<file path="config.mk">
export PLATFORM = sky130hd
export DESIGN_NAME = wdt_window
export DESIGN_NICKNAME = d
export VERILOG_FILES = /design/src/rtl/wdt_window.sv
export SDC_FILE = /design/constraint.sdc
export NUM_CORES = 1
export LEC_CHECK = 0
export ABC_AREA = 1
export BUFFER_PORTS_ARGS = -buffer_cell sky130_fd_sc_hd__buf_4
export CAP_MARGIN = 40
export CORE_ASPECT_RATIO = 1.25
export CORE_UTILIZATION = 48
export DETAILED_ROUTE_END_ITERATION = 8
export GPL_ROUTABILITY_DRIVEN = 1
export PLACE_DENSITY = 0.69
export SYNTH_ARGS = -nofsm -noshare
export SYNTH_HDL_FRONTEND = slang
export SYNTH_SLANG_ARGS = --single-unit
</file>
<file path="constraint.sdc">
create_clock -name clk -period 1.7 [get_ports clk]
set_input_delay 0.085 -clock clk [delete_from_list [all_inputs] [get_ports clk]]
set_output_delay 0.085 -clock clk [all_outputs]
set_load 0.005 [all_outputs]
</file>
<file path="src/rtl/wdt_window.sv">
module wdt_window #(
  parameter int          MIN_EXP = 7,
  parameter logic [7:0]  KEY     = 8'hAC,
  localparam int         CW      = MIN_EXP + 7
) (
  input  logic       clk,
  input  logic       rst_n,
  input  logic [2:0] cfg_period,
  input  logic [1:0] cfg_win,
  input  logic       cfg_warn_en,
  input  logic       wr_en,
  input  logic [7:0] wr_data,
  output logic       warn_irq,
  output logic       rst_req
);

  logic [CW-1:0] cnt;
  logic [CW:0]   span, cnt_x;
  logic          warned, closed, at_last, at_warn, good, fault;

  assign span    = (CW+1)'(1) << (MIN_EXP + int'(cfg_period));
  assign cnt_x   = {1'b0, cnt};
  assign at_last = cnt_x == span - 1'b1;
  assign at_warn = cnt_x == span - (span >> 2);

  always_comb begin
    case (cfg_win)
      2'b00:   closed = cnt_x < (span >> 1);
      2'b01:   closed = cnt_x < (span >> 2);
      default: closed = 1'b0;
    endcase
  end

  assign good  = wr_en && (wr_data == KEY) && !closed;
  assign fault = (wr_en && !good) || (at_last && !good);

  always_ff @(posedge clk or negedge rst_n) begin
    if (!rst_n) begin
      cnt      <= '0;
      warned   <= 1'b0;
      warn_irq <= 1'b0;
      rst_req  <= 1'b0;
    end else begin
      rst_req  <= fault;
      warn_irq <= cfg_warn_en && at_warn && !warned && !wr_en;
      if (fault || good) begin
        cnt    <= '0;
        warned <= 1'b0;
      end else begin
        cnt <= cnt + 1'b1;
        if (at_warn) warned <= 1'b1;
      end
    end
  end

endmodule


</file>
# Word level (Yosys, flattened, before mapping)
# Cells that the tools add are included.
dict set report classes {
  add_sub_neg 4
  magnitude_cmp 2
  n_eq_ne 4
  shifts 1
  n_mux 4
  n_reduce_logical 15
}
# op n
set ops {}
lappend ops {{$eq 14x15->1} 2}
lappend ops {{$shl 1x4->15 const A} 1}
lappend ops {{$sub 15x1->15 const B} 1}
lappend ops {{$sub 15x13->15} 1}
lappend ops {{$add 14x1->14 const B} 1}
lappend ops {{$lt 14x13->1} 1}
lappend ops {{$lt 14x14->1} 1}
lappend ops {{$mux 14} 1}
lappend ops {{$eq 8x8->1 const B} 1}
lappend ops {{$logic_and 1x1->1} 7}
lappend ops {{$add 3x3->4 const A} 1}
lappend ops {{$logic_not 1->1} 4}
lappend ops {{$eq 2x1->1 const B} 1}
lappend ops {{$logic_not 2->1} 1}
lappend ops {{$logic_or 1x1->1} 2}
lappend ops {{$mux 1} 2}
lappend ops {{$pmux 1 s2} 1}
lappend ops {{$reduce_bool 2->1} 1}
dict set report totals {
  register_bits 17
  in_bits 17
  output_inout_bits 2
  wordCells 34
}

# Depth between registers and ports, before layout
dict set report logic_depth {
  ltp_word 11
  depth_mapped 17
  depth_no_buf 16
}

# Worst setup path before layout
# OpenSTA, ideal clock, no wires.
dict set report synth_path {
  kind {input to register}
  startpoint {input port cfg_period[1]}
  endpoint {register warned}
  setup_ns 0.078
  t_arrival_ns 1.670
  required_ns 1.622
  path_slack_ns -0.048
  path_stages 13
  path_buffers 1
  path_cell_list {buf_4 -> nor2_4 -> nand2_2 -> ha_1 -> nand3_1 -> nand3_1 -> nand2_1 -> nand3_1 -> nand2_1 -> nand3_1 -> nor2_1 -> nand3_1 -> a21oi_1}
}
dict set report synth_via {
  elab_chain_cells 11
  elab_cells_between_ends 18
  classes_between {add/sub: 3; order compare: 2; eq/ne: 2; shift: 1; mux: 2; reduce/logical: 8}
}
# item line
set synth_lines {}
lappend synth_lines {{start, declared} 8} ;# input logic [2:0] cfg_period,
lappend synth_lines {{$add 3x3->4 *} 21} ;# assign span = (CW+1)'(1) << (MIN_EXP + int'(cfg_period));
lappend synth_lines {{$shl 1x4->15 *} 21}
lappend synth_lines {{$lt 14x13->1 or $lt 14x14->1 (tied branches)} {29, 28}}
lappend synth_lines {{$pmux 1 s2} 27} ;# case (cfg_win)
lappend synth_lines {{$logic_not 1->1} 34} ;# assign good = wr_en && (wr_data == KEY) && !closed;
lappend synth_lines {{$logic_and 1x1->1} 34}
lappend synth_lines {{$logic_not 1->1} 35} ;# assign fault = (wr_en && !good) || (at_last && !good);
lappend synth_lines {{$logic_and 1x1->1} 35}
lappend synth_lines {{$logic_or 1x1->1} 35}
lappend synth_lines {{$logic_or 1x1->1} 46} ;# if (fault || good) begin
lappend synth_lines {{$mux 1 or $reduce_bool 2->1 (tied branches)} -}
lappend synth_lines {{end signal, assigned} 40} ;# warned <= 1'b0;
lappend synth_lines {{end signal, assigned} 48} ;# warned <= 1'b0;
lappend synth_lines {{end signal, assigned} 51} ;# if (at_warn) warned <= 1'b1;
lappend synth_lines {{end, declared} 19} ;# logic warned, closed, at_last, at_warn, good, fault;
# Mark *: on every way between the ends. The rest lies on a longest branch, timed or not.
# A chain may end at the register's enable or synchronous reset.

# Final worst setup path
dict set report layout_path {
  startpoint {register cnt[1]}
  endpoint {register cnt[8]}
}
dict set report layout_via {
  elab_chain_cells 9
  elab_cells_between_ends 13
  classes_between {add/sub: 1; order compare: 2; eq/ne: 1; mux: 2; reduce/logical: 7}
}
# item line
set layout_lines {}
lappend layout_lines {{start, declared} 17} ;# logic [CW-1:0] cnt;
lappend layout_lines {{start signal, assigned} 50} ;# cnt <= cnt + 1'b1;
lappend layout_lines {{$lt 14x13->1 or $lt 14x14->1 (tied branches)} {29, 28}}
lappend layout_lines {{$pmux 1 s2} 27}
lappend layout_lines {{$logic_not 1->1} 34}
lappend layout_lines {{$logic_and 1x1->1} 34}
lappend layout_lines {{$logic_not 1->1} 35}
lappend layout_lines {{$logic_and 1x1->1} 35}
lappend layout_lines {{$logic_or 1x1->1} 35}
lappend layout_lines {{$logic_or 1x1->1} 46}
lappend layout_lines {{$mux 14 *} 46}
# Marks and branches as above.

==> flow_summary_export.csv <==
group,metric,value,unit
worst_setup_path,rr_worst_depth,9,
timing,setup_viol,0,
job,maxCapViolations,0,
clocking,clockBufferDepth,2,
worst_setup_path,end_kind,"flip-flop",
floorplan,die_h,80.0,um
floorplan,core,4690,um^2
detailed_routing,drt_pass1_iterations,4,
detailed_routing,postRouteAntennaNets,0,
global_routing,antenna_found_initial,0,
min_path,min_path_cells,3,
worst_setup_path,critPathRequiredTime,1.84,ns
worst_setup_path,path_class,"flip-flop to flip-flop",
run_status,status,"completed",
worst_setup_path,critPathLaunchType,"flip-flop",
placement,finalWeightedCongestion,0.890,
layout,layout-drive-gt1-share,0.298,
global_routing,grt_pass1_wl,10.4,mm
floorplan,die_w,64.4,um
global_routing,grt_max_degree,18,
timing,finalHoldViolations,0,
synth,ys_ff_latch,17,
clocking,path_clk_slew,0.07,ns
global_routing,grtUsageTotal,0.262,
clocking,cts.sinks,17,
worst_setup_path,arrival,1.81,ns
clocking,cts_made_buffers,3,
global_routing,grt-ovfl-total,0,
timing,finalCriticalPeriod,1.67,ns
floorplan,io_pins,19,
detailed_routing,wl_per_cell,13.2,um
placement,dpl.hpwl,5.35,mm
worst_setup_path,cp_max_fo,10,
layout,fill_cells,436,
timing,maxSlewViolCount,0,
synth,syn_area,2330,um^2
floorplan,placementRows,28,
power_and_ir_drop,p_leak,1.61,nW
synth,yosysSeqAreaShare,0.182,
floorplan,start_util,0.497,
placement,placed_cell_area,2940,um^2
layout,diodes,0,
synth,synth.avg_cell_area,6.65,um^2
timing,max_freq,600,MHz
clocking,htree_num_levels,1,
detailed_routing,wl,6.48,mm
layout,final_cell_mix,"nand2_1, buf_4, inv_1",
placement,place_inst,482,
power_and_ir_drop,p_per_area,406,nW/um^2
synth,netlist_instances,351,
min_path,min_path_type,"input port to flip-flop",
layout,design_area,3120,um^2
clocking,clock_tree.root_cell,"clkbuf_8",
power_and_ir_drop,peakVddDrop,0.444,mV
clocking,clkLatencyLatePin,0.26,ns
floorplan,die_area,5150,um^2
timing,finalClockSkew,0.00312,ns
detailed_routing,vias_per_cell,5.02,
layout,final_cells,489,
clocking,cts_tree,"built",
synth,yosysWarnings,0,
detailed_routing,drc,0,
detailed_routing,drt_iter0_drc,114,
layout,final_nets,476,
placement,io_buffers,18,
global_routing,grt_pass1_vias,2324,
detailed_routing,num_vias,2457,
timing,min_period_over_period,0.981,
synth,ys_types,33,
layout,syn2layout_area_growth,33.7,%
layout,layout_commonest_cell,"nand2_1",
timing,rsz0062_at_grt,"true",
[final timing paths]
check	startpoint	endpoint	slack, ns
worst max register to register	cnt[1]$_DFF_PN0_	cnt[8]$_DFF_PN0_	0.03
worst max-delay path	cnt[1]$_DFF_PN0_	cnt[8]$_DFF_PN0_	0.03
worst min register to register	warned$_DFFE_PN0P_	warn_irq$_DFF_PN0_	0.53
min in group asynchronous	rst_n	cnt[2]$_DFF_PN0_	0.23
max in group asynchronous	rst_n	cnt[1]$_DFF_PN0_	1.26
worst min-delay path	cfg_warn_en	warn_irq$_DFF_PN0_	0.09
[report_power, final]
group | total, mW | internal (mW) | switching [mW] | leakage [nW]
registers | 0.425 | 0.413 | 0.0124 | 0.227
clock network | 0.311 | 0.167 | 0.145 | 0.0228
logic | 0.529 | 0.236 | 0.294 | 1.36
total | 1.27 | 0.815 | 0.451 | 1.61
[layer usage]
metal  routed length [um]  track usage  up-vias
met5                    0            0        -
met1                 2860        0.327     1126
li1                     -            -     1278
met2                 3330        0.469       43
met3                  127       0.0171       10
met4                  158       0.0933        0
[sequential cells by signal, indices dropped and copies added (netlist names)]
register  count
warned        1
cnt          14
rst_req       1
warn_irq      1
[stage by stage]
stage	total power, mW	worst slack, ns	util	hold WS (ns)	setup TNS, ns
floorplan	0.752	0.0209	-	-0.211	0
global placement	0.915	-0.216	0.626	-0.0368	-0.556
finish	1.27	0.0330	0.665	0.0908	0
detailed placement	0.918	-0.293	0.626	-0.0347	-0.779
global route	1.36	-0.119	0.665	0.0920	-0.913
CTS	1.24	0.0113	0.640	0.0819	0
[kinds of logic after synthesis]
kind of cell / synth area share
AND/OR/NAND/NOR: 0.421
buffers and inverters: 0.115
AO/OA/AOI/OAI: 0.0777
adder cells (fa/ha/maj): 0.155
flip-flops: 0.182
XOR/XNOR: 0.0450
other: 0.00322
[what timing repair did]
action | in CTS | in global routing
buffers inserted | 0 | 2
hold buffers | 1 | 0
pin swaps | 0 | 6
hold endpoints to repair | 17 | 0
resized for setup | 4 | 27
setup endpoints to repair | 9 | 17
[synthesized netlist by cell type]
cell type   n  share of area
xnor2_1     2         0.0075
nor2_4     12          0.058
nand2_2     5          0.013
nand4_1     9          0.024
o211ai_1    4          0.013
and2_1      1         0.0027
nand2_4     2         0.0097
a221oi_2    1         0.0064
dfrtp_1    17           0.18
inv_1      51          0.082
o21ai_0     5          0.011
nor3b_1     2         0.0064
nand2_1    83           0.13
inv_2       5         0.0080
nor3_1      4         0.0086
xor2_1     10          0.038
nand3_1    40          0.086
nor4_1      2         0.0054
buf_4       2         0.0064
ha_1       29           0.16
nor2_2      5          0.013
a21oi_1    19          0.041
clkinv_4    1         0.0038
conb_1      2         0.0032
and3_1      1         0.0027
buf_6       1         0.0048
o211a_1     1         0.0043
buf_12      1         0.0086
nand3b_1    2         0.0064
o22ai_1     1         0.0027
nor2_1     29          0.047
nand3_2     1         0.0043
clkbuf_1    1         0.0016
[critical path, cell delays in order (launching register included)]
cell and delay (ns):
dfrtp_2 0.45, ha_1 0.18, nand4_1 0.11, a21oi_1 0.13
o211ai_1 0.10, nor2_1 0.09, nand4_1 0.12, nand2_2 0.14
buf_12 0.18, nor3_1 0.06
[layout make-up]
class | count | area (um^2) | share of cell area
clock buffer | 4 | 45.0 | 0.0144
inverter | 57 | 219 | 0.0702
multi-input combinational | 280 | 1800 | 0.577
sequential | 17 | 430 | 0.138
tap | 60 | 75.1 | 0.0241
timing repair buffer | 71 | 552 | 0.177
No activity file was read; power rests on OpenSTA's default activity.
